===== config.mk =====
export PLATFORM = sky130hd
export DESIGN_NAME = kbc_cmd_engine
export DESIGN_NICKNAME = d
export VERILOG_FILES = /design/src/rtl/kbc_pkg.sv /design/src/rtl/kbc_cmd_decode.sv /design/src/rtl/kbc_obuf.sv /design/src/rtl/kbc_arbiter.sv /design/src/rtl/kbc_cmd_engine.sv
export SDC_FILE = /design/constraint.sdc
export NUM_CORES = 1
export LEC_CHECK = 0
export BUFFER_PORTS_ARGS = -buffer_cell sky130_fd_sc_hd__buf_2
export CAP_MARGIN = 20
export CORE_ASPECT_RATIO = 1.5
export CORE_MARGIN = 2
export CORE_UTILIZATION = 30
export DETAILED_ROUTE_END_ITERATION = 16
export PLACE_DENSITY = 0.58
export SYNTH_ARGS = -nofsm -noshare
export SYNTH_HDL_FRONTEND = slang
export SYNTH_HIERARCHICAL = 1
export SYNTH_SLANG_ARGS = --single-unit

===== constraint.sdc =====
create_clock -name clk -period 2.5 [get_ports clk]
set_input_delay 0 -clock clk [delete_from_list [all_inputs] [get_ports clk]]
set_output_delay 0 -clock clk [all_outputs]
set_load 0.005 [all_outputs]

===== src/rtl/kbc_pkg.sv =====
package kbc_pkg;

    localparam int BYTE_W = 8;
    localparam int NCH    = 2;
    localparam int CH_KBD = 0;
    localparam int CH_AUX = 1;

    typedef logic [BYTE_W-1:0] byte_t;

    // command codes
    localparam byte_t OP_MODE_RD   = 8'h20;
    localparam byte_t OP_MODE_WR   = 8'h60;
    localparam byte_t OP_AUX_OFF   = 8'hA7;
    localparam byte_t OP_AUX_ON    = 8'hA8;
    localparam byte_t OP_AUX_TEST  = 8'hA9;
    localparam byte_t OP_SELF_TEST = 8'hAA;
    localparam byte_t OP_KBD_TEST  = 8'hAB;
    localparam byte_t OP_KBD_OFF   = 8'hAD;
    localparam byte_t OP_KBD_ON    = 8'hAE;
    localparam byte_t OP_IN_RD     = 8'hC0;
    localparam byte_t OP_PORT_WR   = 8'hD1;
    localparam byte_t OP_KBUF_WR   = 8'hD2;
    localparam byte_t OP_ABUF_WR   = 8'hD3;
    localparam byte_t OP_ADEV_WR   = 8'hD4;

    // mode bit positions
    localparam int MB_KIRQ_EN = 0;
    localparam int MB_AIRQ_EN = 1;
    localparam int MB_KBD_OFF = 4;
    localparam int MB_AUX_OFF = 5;

    // status bit positions
    localparam int SB_ANY_FULL = 0;
    localparam int SB_SELFOK   = 2;
    localparam int SB_LASTCMD  = 3;
    localparam int SB_UNLOCK   = 4;
    localparam int SB_AUX_FULL = 5;

    localparam byte_t MODE_INIT  = 8'h03;
    localparam byte_t OPORT_INIT = 8'hCF;

    typedef enum logic [2:0] {
        TGT_NONE   = 3'd0,
        TGT_MODE   = 3'd1,
        TGT_PORT   = 3'd2,
        TGT_KBUF   = 3'd3,
        TGT_ABUF   = 3'd4,
        TGT_AUXDEV = 3'd5
    } wr_target_e;

    typedef struct packed {
        logic       known;
        logic       queue;
        byte_t      qbyte;
        logic       arm;
        wr_target_e tgt;
        logic       mset;
        logic       mclr;
        byte_t      mmask;
        logic       selftest;
    } cmd_act_t;

    function automatic byte_t bit_mask(input int pos);
        byte_t m;
        m = '0;
        m[pos] = 1'b1;
        return m;
    endfunction

endpackage


===== src/rtl/kbc_cmd_decode.sv =====
module kbc_cmd_decode
    import kbc_pkg::*;
(
    input  byte_t    cmd,
    input  byte_t    cur_mode,
    output cmd_act_t act
);
    always_comb begin
        act          = '0;
        act.tgt      = TGT_NONE;
        act.known    = 1'b1;
        unique case (cmd)
            OP_MODE_RD:   begin act.queue = 1'b1; act.qbyte = cur_mode; end
            OP_MODE_WR:   begin act.arm = 1'b1; act.tgt = TGT_MODE;   end
            OP_PORT_WR:   begin act.arm = 1'b1; act.tgt = TGT_PORT;   end
            OP_KBUF_WR:   begin act.arm = 1'b1; act.tgt = TGT_KBUF;   end
            OP_ABUF_WR:   begin act.arm = 1'b1; act.tgt = TGT_ABUF;   end
            OP_ADEV_WR:   begin act.arm = 1'b1; act.tgt = TGT_AUXDEV; end
            OP_AUX_OFF:   begin act.mset = 1'b1; act.mmask = bit_mask(MB_AUX_OFF); end
            OP_AUX_ON:    begin act.mclr = 1'b1; act.mmask = bit_mask(MB_AUX_OFF); end
            OP_KBD_OFF:   begin act.mset = 1'b1; act.mmask = bit_mask(MB_KBD_OFF); end
            OP_KBD_ON:    begin act.mclr = 1'b1; act.mmask = bit_mask(MB_KBD_OFF); end
            OP_SELF_TEST: begin act.selftest = 1'b1; act.queue = 1'b1; act.qbyte = 8'h55; end
            OP_AUX_TEST,
            OP_KBD_TEST:  begin act.queue = 1'b1; act.qbyte = 8'h00; end
            OP_IN_RD:     begin act.queue = 1'b1; act.qbyte = 8'h80; end
            default:      act.known = 1'b0;
        endcase
    end
endmodule


===== src/rtl/kbc_obuf.sv =====
module kbc_obuf #(
    parameter int W = 8
) (
    input  logic         clk,
    input  logic         rst,
    input  logic         inj_valid,
    input  logic [W-1:0] inj_data,
    input  logic         push_valid,
    input  logic [W-1:0] push_data,
    output logic         push_ready,
    input  logic         pop,
    output logic         full,
    output logic         full_nxt,
    output logic [W-1:0] data
);
    logic [W-1:0] data_nxt;

    assign push_ready = !full && !inj_valid;

    always_comb begin
        full_nxt = full;
        data_nxt = data;
        if (inj_valid) begin
            full_nxt = 1'b1;
            data_nxt = inj_data;
        end else if (push_valid && !full) begin
            full_nxt = 1'b1;
            data_nxt = push_data;
        end else if (pop) begin
            full_nxt = 1'b0;
        end
    end

    always_ff @(posedge clk) begin
        if (rst) begin
            full <= 1'b0;
            data <= '0;
        end else begin
            full <= full_nxt;
            data <= data_nxt;
        end
    end
endmodule


===== src/rtl/kbc_arbiter.sv =====
module kbc_arbiter (
    input  logic kbd_full,
    input  logic aux_full,
    input  logic kirq_en,
    input  logic airq_en,
    input  logic kbd_off,
    output logic any_full,
    output logic aux_sel,
    output logic irq_k,
    output logic irq_a
);
    assign any_full = kbd_full || aux_full;
    assign aux_sel  = aux_full && !kbd_full;
    assign irq_k    = kbd_full && kirq_en && !kbd_off;
    assign irq_a    = aux_sel && airq_en;
endmodule


===== src/rtl/kbc_cmd_engine.sv =====
module kbc_cmd_engine
    import kbc_pkg::*;
(
    input  logic       clk,
    input  logic       rst,
    input  logic       host_addr,
    input  logic       host_wr,
    input  logic       host_rd,
    input  logic [7:0] host_wdata,
    output logic [7:0] host_rdata,
    input  logic       kbd_rx_valid,
    input  logic [7:0] kbd_rx_data,
    output logic       kbd_rx_ready,
    output logic       kbd_tx_valid,
    output logic [7:0] kbd_tx_data,
    input  logic       aux_rx_valid,
    input  logic [7:0] aux_rx_data,
    output logic       aux_rx_ready,
    output logic       aux_tx_valid,
    output logic [7:0] aux_tx_data,
    output logic       irq_kbd,
    output logic       irq_aux,
    output logic [7:0] port_out
);
    logic wr_cmd, wr_dat, rd_dat;
    assign wr_cmd = host_wr && host_addr;
    assign wr_dat = host_wr && !host_addr;
    assign rd_dat = host_rd && !host_addr;

    byte_t      mode_q, mode_d, oport_q, oport_d;
    wr_target_e tgt_q, tgt_d;
    logic       self_q, self_d;
    cmd_act_t   act;
    logic       cmd_known;

    kbc_cmd_decode u_dec (
        .cmd      (host_wdata),
        .cur_mode (mode_q),
        .act      (act)
    );
    assign cmd_known = act.known;

    // per-channel holding buffers
    logic  [NCH-1:0]            inj_v, push_v, push_r, pop_v, full, full_n;
    logic  [NCH-1:0][BYTE_W-1:0] inj_d, push_d, buf_d;

    assign push_v = {aux_rx_valid, kbd_rx_valid};
    assign push_d = {aux_rx_data,  kbd_rx_data};
    assign kbd_rx_ready = push_r[CH_KBD];
    assign aux_rx_ready = push_r[CH_AUX];

    logic any_now, sel_aux_now, irqk_now, irqa_now;
    logic any_nx,  sel_aux_nx,  irqk_nx,  irqa_nx;

    always_comb begin
        inj_v = '0;
        inj_d = '0;
        if (wr_cmd && act.queue) begin
            inj_v[CH_KBD] = 1'b1;
            inj_d[CH_KBD] = act.qbyte;
        end
        if (wr_dat && tgt_q == TGT_KBUF) begin
            inj_v[CH_KBD] = 1'b1;
            inj_d[CH_KBD] = host_wdata;
        end
        if (wr_dat && tgt_q == TGT_ABUF) begin
            inj_v[CH_AUX] = 1'b1;
            inj_d[CH_AUX] = host_wdata;
        end
        pop_v         = '0;
        pop_v[CH_AUX] = rd_dat && sel_aux_now;
        pop_v[CH_KBD] = rd_dat && !sel_aux_now;
    end

    for (genvar c = 0; c < NCH; c++) begin : g_ch
        kbc_obuf #(.W(BYTE_W)) u_buf (
            .clk        (clk),
            .rst        (rst),
            .inj_valid  (inj_v[c]),
            .inj_data   (inj_d[c]),
            .push_valid (push_v[c]),
            .push_data  (push_d[c]),
            .push_ready (push_r[c]),
            .pop        (pop_v[c]),
            .full       (full[c]),
            .full_nxt   (full_n[c]),
            .data       (buf_d[c])
        );
    end

    // control state next values
    always_comb begin
        mode_d  = mode_q;
        oport_d = oport_q;
        tgt_d   = tgt_q;
        self_d  = self_q;
        if (wr_cmd) begin
            if (act.arm)      tgt_d  = act.tgt;
            if (act.mset)     mode_d = mode_q | act.mmask;
            if (act.mclr)     mode_d = mode_q & ~act.mmask;
            if (act.selftest) self_d = 1'b1;
        end
        if (wr_dat) begin
            if (tgt_q == TGT_MODE) mode_d  = host_wdata;
            if (tgt_q == TGT_PORT) oport_d = host_wdata;
            tgt_d = TGT_NONE;
        end
    end

    kbc_arbiter u_arb_now (
        .kbd_full (full[CH_KBD]),
        .aux_full (full[CH_AUX]),
        .kirq_en  (mode_q[MB_KIRQ_EN]),
        .airq_en  (mode_q[MB_AIRQ_EN]),
        .kbd_off  (mode_q[MB_KBD_OFF]),
        .any_full (any_now),
        .aux_sel  (sel_aux_now),
        .irq_k    (irqk_now),
        .irq_a    (irqa_now)
    );

    kbc_arbiter u_arb_nxt (
        .kbd_full (full_n[CH_KBD]),
        .aux_full (full_n[CH_AUX]),
        .kirq_en  (mode_d[MB_KIRQ_EN]),
        .airq_en  (mode_d[MB_AIRQ_EN]),
        .kbd_off  (mode_d[MB_KBD_OFF]),
        .any_full (any_nx),
        .aux_sel  (sel_aux_nx),
        .irq_k    (irqk_nx),
        .irq_a    (irqa_nx)
    );

    always_ff @(posedge clk) begin
        if (rst) begin
            mode_q       <= MODE_INIT;
            oport_q      <= OPORT_INIT;
            tgt_q        <= TGT_NONE;
            self_q       <= 1'b0;
            irq_kbd      <= 1'b0;
            irq_aux      <= 1'b0;
            kbd_tx_valid <= 1'b0;
            kbd_tx_data  <= '0;
            aux_tx_valid <= 1'b0;
            aux_tx_data  <= '0;
        end else begin
            mode_q       <= mode_d;
            oport_q      <= oport_d;
            tgt_q        <= tgt_d;
            self_q       <= self_d;
            irq_kbd      <= irqk_nx;
            irq_aux      <= irqa_nx && any_nx;
            kbd_tx_valid <= wr_dat && tgt_q == TGT_NONE;
            aux_tx_valid <= wr_dat && tgt_q == TGT_AUXDEV;
            if (wr_dat && tgt_q == TGT_NONE)   kbd_tx_data <= host_wdata;
            if (wr_dat && tgt_q == TGT_AUXDEV) aux_tx_data <= host_wdata;
        end
    end

    byte_t status;
    always_comb begin
        status              = '0;
        status[SB_ANY_FULL] = any_now;
        status[SB_SELFOK]   = self_q;
        status[SB_LASTCMD]  = 1'b1;
        status[SB_UNLOCK]   = 1'b1;
        status[SB_AUX_FULL] = sel_aux_now;
    end

    assign host_rdata = host_addr ? status
                      : (sel_aux_now ? buf_d[CH_AUX] : buf_d[CH_KBD]);

    assign port_out = {oport_q[7:6], status[SB_AUX_FULL], status[SB_ANY_FULL], oport_q[3:0]};

    // irq levels on the current state feed nothing else; keep them visible to the checker
    logic irq_now_k, irq_now_a;
    assign irq_now_k = irqk_now;
    assign irq_now_a = irqa_now;
endmodule


### Yosys cells after proc, flatten, opt, wreduce, memory -nomap -nowiden

Cells that the tools add are included.

* logic and storage cells: 107
* bits in registers: 58
* output and inout bits: 38
* bits of input ports: 31

* reductions and logical operators: 42
* multiplexer cells: 29
* eq/ne operators: 19
* bitwise logic cells: 3

Operators by type and width (count)
* 8-bit two-way mux: 14
* 8-bit == test (second input constant): 12
* 9-bit case mux with 4 select lines: 1
* 1-bit logical AND: 20
* 4-bit case mux with 5 select lines: 1
* 1-bit two-way mux: 12
* 6-bit case mux with 2 select lines: 1
* 2-bit OR reduction: 6
* 8-bit AND: 1
* 8-bit by 6-bit == test with 1-bit output (second input constant): 1
* 8-bit by 7-bit == test with 1-bit output (second input constant): 1
* 1-bit logical NOT: 8
* 8-bit NOT: 1
* 8-bit OR: 1
* 3-bit by 2-bit == test with 1-bit output (second input constant): 2
* 3-bit == test (second input constant): 2
* 2-bit AND reduction: 3
* 2-bit nonzero test: 2
* 3-bit by 1-bit == test with 1-bit output (second input constant): 1
* 3-bit logical NOT: 1
* 1-bit logical OR: 2

### Logic depth before layout (Yosys ltp)

Gate-level depths: netlist of run 1.

* depth in word-level cells: 11
* gate-level depth with buffers: 12
* mapped depth without buffers: 10

### Modules after synthesis

Netlist of run 1, hierarchy kept.

By module, submodules not included
* kbc_cmd_engine: cells an instance 246, sequential area each 760.7 µm², area each 1994.4 µm², times used 1
* kbc_obuf: cells an instance 52, sequential area each 180.2 µm², area each 500.5 µm², times used 2
* kbc_cmd_decode: cells an instance 71, sequential area each 0.0 µm², area each 518.0 µm², times used 1
* kbc_arbiter: cells an instance 4, sequential area each 0.0 µm², area each 30.0 µm², times used 2

### Least setup slack after synthesis of run 1

Ideal clock, no wire load.

* path kind: input -> register
* start: input host_wdata[7]
* end: register g_ch[0].u_buf.data[2]
* library setup time: 0.103 ns
* cell stages on the path: 11
* data required time: 2.397 ns
* path buffers: 4
* slack: 0.206 ns
* arrival time: 2.191 ns
* cells stage by stage: buf_6 -> or4_4 -> a2111oi_2 -> or3_1 -> and3_1 -> buf_1 -> or2_2 -> buf_6 -> buf_4 -> nor3_1 -> a2111oi_2

RTL lines
* from (decl): RTL line kbc_cmd_engine.sv:9 `input logic [7:0] host_wdata,`
* to (signal assigned): RTL line kbc_obuf.sv:40 `data <= data_nxt;`
* to (decl): RTL line kbc_obuf.sv:14 `output logic [W-1:0] data`

### Worst setup path in the final report of run 1

* start: register g_ch[1].u_buf.full
* end: register irq_aux

* elaborated cells on any way between the ends: 17
* those cells by class: 6 x mux; 11 x reduce/logical

RTL lines
* from (decl): RTL line kbc_obuf.sv:12 `output logic full,`
* from (signal assigned): RTL line kbc_obuf.sv:39 `full <= full_nxt;`
* 1-bit logical AND: RTL line kbc_arbiter.sv:13 `assign aux_sel = aux_full && !kbd_full;`
* 1-bit logical AND: RTL line kbc_cmd_engine.sv:71 `pop_v[CH_AUX] = rd_dat && sel_aux_now;`
* named net pop_v[1]: RTL line kbc_cmd_engine.sv:44 `logic [NCH-1:0] inj_v, push_v, push_r, pop_v, full, full_n;`
* 1-bit two-way mux: RTL line kbc_obuf.sv:29 `end else if (pop) begin`
* 1-bit two-way mux: RTL line kbc_obuf.sv:26 `end else if (push_valid && !full) begin`
* 1-bit two-way mux: RTL line kbc_obuf.sv:23 `if (inj_valid) begin`
* named net full_n[1]: RTL line kbc_cmd_engine.sv:44
* 1-bit logical OR: RTL line kbc_arbiter.sv:12 `assign any_full = kbd_full || aux_full;`
* named net any_nx: RTL line kbc_cmd_engine.sv:53 `logic any_nx, sel_aux_nx, irqk_nx, irqa_nx;`
* 1-bit logical AND: RTL line kbc_cmd_engine.sv:152 `irq_aux <= irqa_nx && any_nx;`
* to (signal assigned): RTL line kbc_cmd_engine.sv:152
* to (decl): RTL line kbc_cmd_engine.sv:22 `output logic irq_aux,`

The timed path passes the listed nets, and every way through them passes these cells.
A chain may end at the register's enable or synchronous reset.

==> results of run 1 <==
## through the flow
stage	total power, uW	hold slack, ns	instances	instance area, um2	util [%]
floorplan	1180	0.0643	428	3540	-
global placement	1290	0.364	616	3910	34.1
detailed placement	1290	0.374	616	3910	34.1
CTS	2130	0.0640	624	4090	35.6
global route	2190	0.0774	624	4090	35.6
finish	2110	0.0615	624	4090	35.6
## flip-flops by register name, summed over array words and instances (netlist names)
signal	cells
aux_tx_data	8
aux_tx_valid	1
g_ch.u_buf/data	16
g_ch.u_buf/full	2
irq_aux	1
irq_kbd	1
kbd_tx_data	8
kbd_tx_valid	1
mode_q	8
oport_q	6
self_q	1
tgt_q	3
## layer usage
layer,part of all wire (%),global-route usage [%],wire (um)
met1,40,17.8,4230
met2,52,30.5,5460
met3,5.0,3.08,528
met4,2.6,6.30,278
met5,0,0,0
## final timing paths
check | endpoint | slack (ns) | start | cells past startpoint
min | g_ch[1].u_buf/data[0] | 0.06 | aux_rx_data[0] | 3
min reg2reg | kbd_tx_data[3] | 0.48 | kbd_tx_data[3] | 2
max reg2reg | irq_aux | 0.55 | g_ch[1].u_buf/full | 8
max | irq_aux | 0.55 | g_ch[1].u_buf/full | 8
## power by group
group | switching, uW | internal (uW)
Sequential | 25.6 | 926
Combinational | 182 | 136
Clock | 333 | 503
Total | 541 | 1560
## tightest hold or removal path, cell delays in order
cell       delay, ns
buf_2           0.07
nor3_1          0.04
a2111oi_2       0.18
## cell type report
class                   instances  area [um2]  area share [%]
clock buffers                   6         139            3.40
flip-flops and latches         56        1120            27.4
repair buffers                 88         503            12.3
inverters                      20        75.1            1.84
well taps                     150         188            4.59
multi-input cells             302        2020            49.5
clock inverters                 2        38.8           0.949
==> results_dict.tcl, run 1 <==
set metrics [dict create \
    status "completed" \
    required_ns 2.69 \
    finalSetupTns_ns 0 \
    skew_ns 0.00315 \
    io_pins 69 \
    hold_class "input pin to flop" \
    path_delay_family "simple AND/OR/NAND/NOR gates" \
    crit_path_end_kind "flop" \
    fmax_ghz 0.512 \
    final_common_cell "buf_2" \
    die_area_um2 12600 \
    worst_pin_slew_ns 0.748 \
    grt_max_degree 30 \
    power_density_nw_per_um2 515 \
    cap_violations 0 \
    htree_levels 2 \
    period_needed_ns 1.95 \
    grt_setup_unrepaired "no" \
    grt_pass1_wl_mm 16.4 \
    track_usage_pct 16.2 \
    clock_path_buffers 2 \
    io_buffers 68 \
    rows 48 \
    start_util_pct 30.7 \
    worstPathArrival_ns 2.14 \
    insertion_delay_ns 0.30 \
    ant_nets 0 \
    wirelength_mm 10.5 \
    fin_nets 504 \
    dp_hpwl_mm 7.69 \
    holdBufCountCts 0 \
    synthesis.area_um2 3520 \
    slowest_delay_ns 0.45 \
    final_cell_mix "buf_2 (68), dfxtp_1 (56), nor3_1 (39)" \
    drtIter0Drc 283 \
    drcViolationCount 0 \
    critPathBufInv 2 \
    vdd_drop_max_mv 0.281 \
    dieWidth_um 92.5 \
    grt_pass1_vias 3290 \
    cts_buffers 5 \
    slowest_stage "dfxtp_1" \
    period_share_pct 78.1 \
    leakage_uw 0.00161 \
    hold_viol 0 \
    postCtsSetupBuffers 0 \
    setup_ws_ns 0.548 \
    via_per_inst 5.28 \
    cp-start-kind "flop" \
    crit_fanout 6 \
    crit_chain "nor2b_1 -> buf_4 -> and3b_1 -> inv_1 -> a211o_1 -> or2_1 -> nand2_1 -> nor2_1" \
    die_h_um 137 \
    wire_per_inst_um 16.8 \
    vias 3294 \
    antenna_found_initial 0 \
    dr.pass1.iters 4 \
    core_area_um2 11500 \
    setup_viol 0 \
    yosys_warnings 6 \
    clock-root-buffer "clkbuf_16" \
    crit_type "flop to flop" \
    antenna_cells 0 \
    syn_to_final_growth_pct 16.1 \
    gp_congestion 0.877 \
    clk_pin_slew_ns 0.07 \
    max_slew_margin_pct 49.7 \
    cts_tree "done" \
    fillerInstances 1227 \
    place_ws_ns 0.273 \
    syn_area_per_cell_um2 8.33 \
    cts_resized 0 \
    grt-ovfl-total 0 \
    clock_sinks 56 \
    drive_gt1_share_pct 27.4 \
    slew_violations 0 \
    postSynthCellCount 423 \
]
Power figures use the tool's default switching activity.
==> run 2, diff against run 1 <==
--- a/config.mk
+++ b/config.mk
@@ -11,7 +11,7 @@
 export CORE_MARGIN = 2
 export CORE_UTILIZATION = 30
 export DETAILED_ROUTE_END_ITERATION = 16
-export PLACE_DENSITY = 0.58
+export PLACE_DENSITY = 0.59
 export SYNTH_ARGS = -nofsm -noshare
 export SYNTH_HDL_FRONTEND = slang
 export SYNTH_HIERARCHICAL = 1
==> constraint.sdc (replaced) <==
create_clock -name clk -period 1.6 [get_ports clk]
set_input_delay 0 -clock clk [delete_from_list [all_inputs] [get_ports clk]]
set_output_delay 0 -clock clk [all_outputs]
set_load 0.005 [all_outputs]
==> results_dict.tcl, run 2 (synthesis gave the netlist of run 1 again) <==
set metrics [dict create \
    multi_input_area_um2 2280 \
    antenna_cells 0 \
    power_uw 3450 \
    period_share_pct 110 \
    gp_congestion 0.867 \
    p_clk_share_pct 38.1 \
    crit_path_end_kind "primary output" \
    grt_setup_unrepaired "yes" \
    period_needed_ns 1.76 \
    p_int_uw 2510 \
    cts_buffers 5 \
    hold_class "input pin to flop" \
    swShare_pct 27.3 \
    start_util_pct 30.7 \
    vias 3632 \
    grt_pass1_wl_mm 17.8 \
    dp_hpwl_mm 7.98 \
    slew_violations 0 \
    dr.pass1.iters 4 \
    rows 48 \
    wirelength_mm 11.3 \
    fin_area_um2 5050 \
    insertion_delay_ns 0.30 \
    power_density_nw_per_um2 684 \
    final_common_cell "buf_4" \
    grt_pass1_vias 3581 \
    switching_power_uw 944 \
    largest_reg_flops 16 \
    io_buffers 68 \
    required_ns 1.60 \
    clock_sinks 56 \
    grt_max_degree 34 \
    violations "setup timing" \
    hold_viol 0 \
    fin_nets 575 \
    clk_pin_slew_ns 0.08 \
    clock-root-buffer "clkbuf_16" \
    antenna_found_initial 0 \
    vdd_drop_max_mv 0.552 \
    leakage_uw 0.00207 \
    final_cells 695 \
    regMostFlops "g_ch.u_buf/data" \
    fillerInstances 1105 \
    die_area_um2 12600 \
    final_cell_mix "buf_4 (71), buf_2 (64), dfxtp_1 (55)" \
    ant_nets 0 \
    grtUsageMet2_pct 34.1 \
    setup_ws_ns -0.164 \
    cap_violations 0 \
    wire_per_inst_um 16.3 \
    cp-start-kind "input pin" \
    setup_viol 11 \
    holdBufCountCts 0 \
    io_pins 69 \
    dp.cells 668 \
    htree_levels 2 \
    max_slew_margin_pct 48.7 \
    die_h_um 137 \
    drive_gt1_share_pct 43.3 \
    crit_type "input pin to primary output" \
    crit_fanout 7 \
    via_per_inst 5.23 \
    p_comb_share_pct 18.9 \
    drcViolationCount 0 \
    ff_latch_area_um2 1120 \
    worst_pin_slew_ns 0.770 \
    skew_ns 0.00860 \
    use_met3_pct 2.53 \
    core_area_um2 11500 \
    clock_path_buffers 2 \
    worstPathArrival_ns 1.76 \
    seqPwrFrac_pct 43.0 \
    cts_tree "done" \
    busiest_layer "met2" \
    drtIter0Drc 191 \
    use_met1_pct 19.4 \
    dieWidth_um 92.5 \
    fmax_ghz 0.567 \
    syn_to_final_growth_pct 43.4 \
    track_usage_pct 17.7 \
    status "complete, but fails checks" \
    grt-ovfl-total 0 \
    worst_hold_slack_ns 0.0618 \
    postPlaceCellArea_um2 4370 \
]
[run 2: layer usage]
metal,routed length (um),vias up
li1,-,1766
met1,4360,1765
met2,6170,81
met3,464,20
met4,317,0
met5,0,-
[run 2: final timing paths]
check	startpoint	endpoint	slack, ns	depth (start not counted)
worst min register to register	self_q	self_q	0.47	2
worst min-delay path	kbd_rx_data[3]	g_ch[0].u_buf/data[3]	0.06	3
worst max-delay path	host_wdata[3]	kbd_rx_ready	-0.16	9
worst max register to register	tgt_q[2]	g_ch[0].u_buf/data[4]	-0.11	7
[run 2: power by group through the flow]
stage / clock, uW / combinational [uW] / sequential [uW]
6_report: 1320 / 652 / 1490
5_1_grt: 1390 / 709 / 1490
4_1_cts: 1330 / 611 / 1480
3_5_place_dp: 0 / 574 / 1520
3_3_place_gp: 0 / 565 / 1520
2_1_floorplan: 0 / 353 / 1510
[run 2: cell type report]
cell class | count | area share, %
timing repair buffer | 159 | 23.9
sequential | 56 | 22.2
inverter | 20 | 1.49
clock buffer | 5 | 2.48
tap | 150 | 3.71
clock inverter | 3 | 0.991
multi-input combinational | 302 | 45.2
[run 2: worst max-delay path: stages]
cell	delay [ns]
buf_6	0.10
or4_4	0.54
a2111oi_4	0.30
or3_1	0.16
and3_4	0.18
or2_4	0.17
buf_6	0.16
nor2_4	0.04
buf_2	0.12
[run 2: stage by stage]
step / utilization [%] / worst slack (ns) / setup TNS [ns]
after floorplan: - / -0.439 / -3.57
after global placement: 38.1 / -0.443 / -4.88
after detailed placement: 38.1 / -0.479 / -5.45
after CTS: 42.3 / -0.153 / -1.27
after global routing: 44.0 / -0.281 / -3.05
final: 44.0 / -0.164 / -1.38
[run 2: what timing repair did]
item / 4_1_cts / 5_1_grt
endpoints found under the hold margin: 0 / 0
cloned: 1 / 1
pin swaps: 14 / 15
resized for setup: 34 / 37
buffers inserted: 16 / 2
setup endpoints to repair: 19 / 34
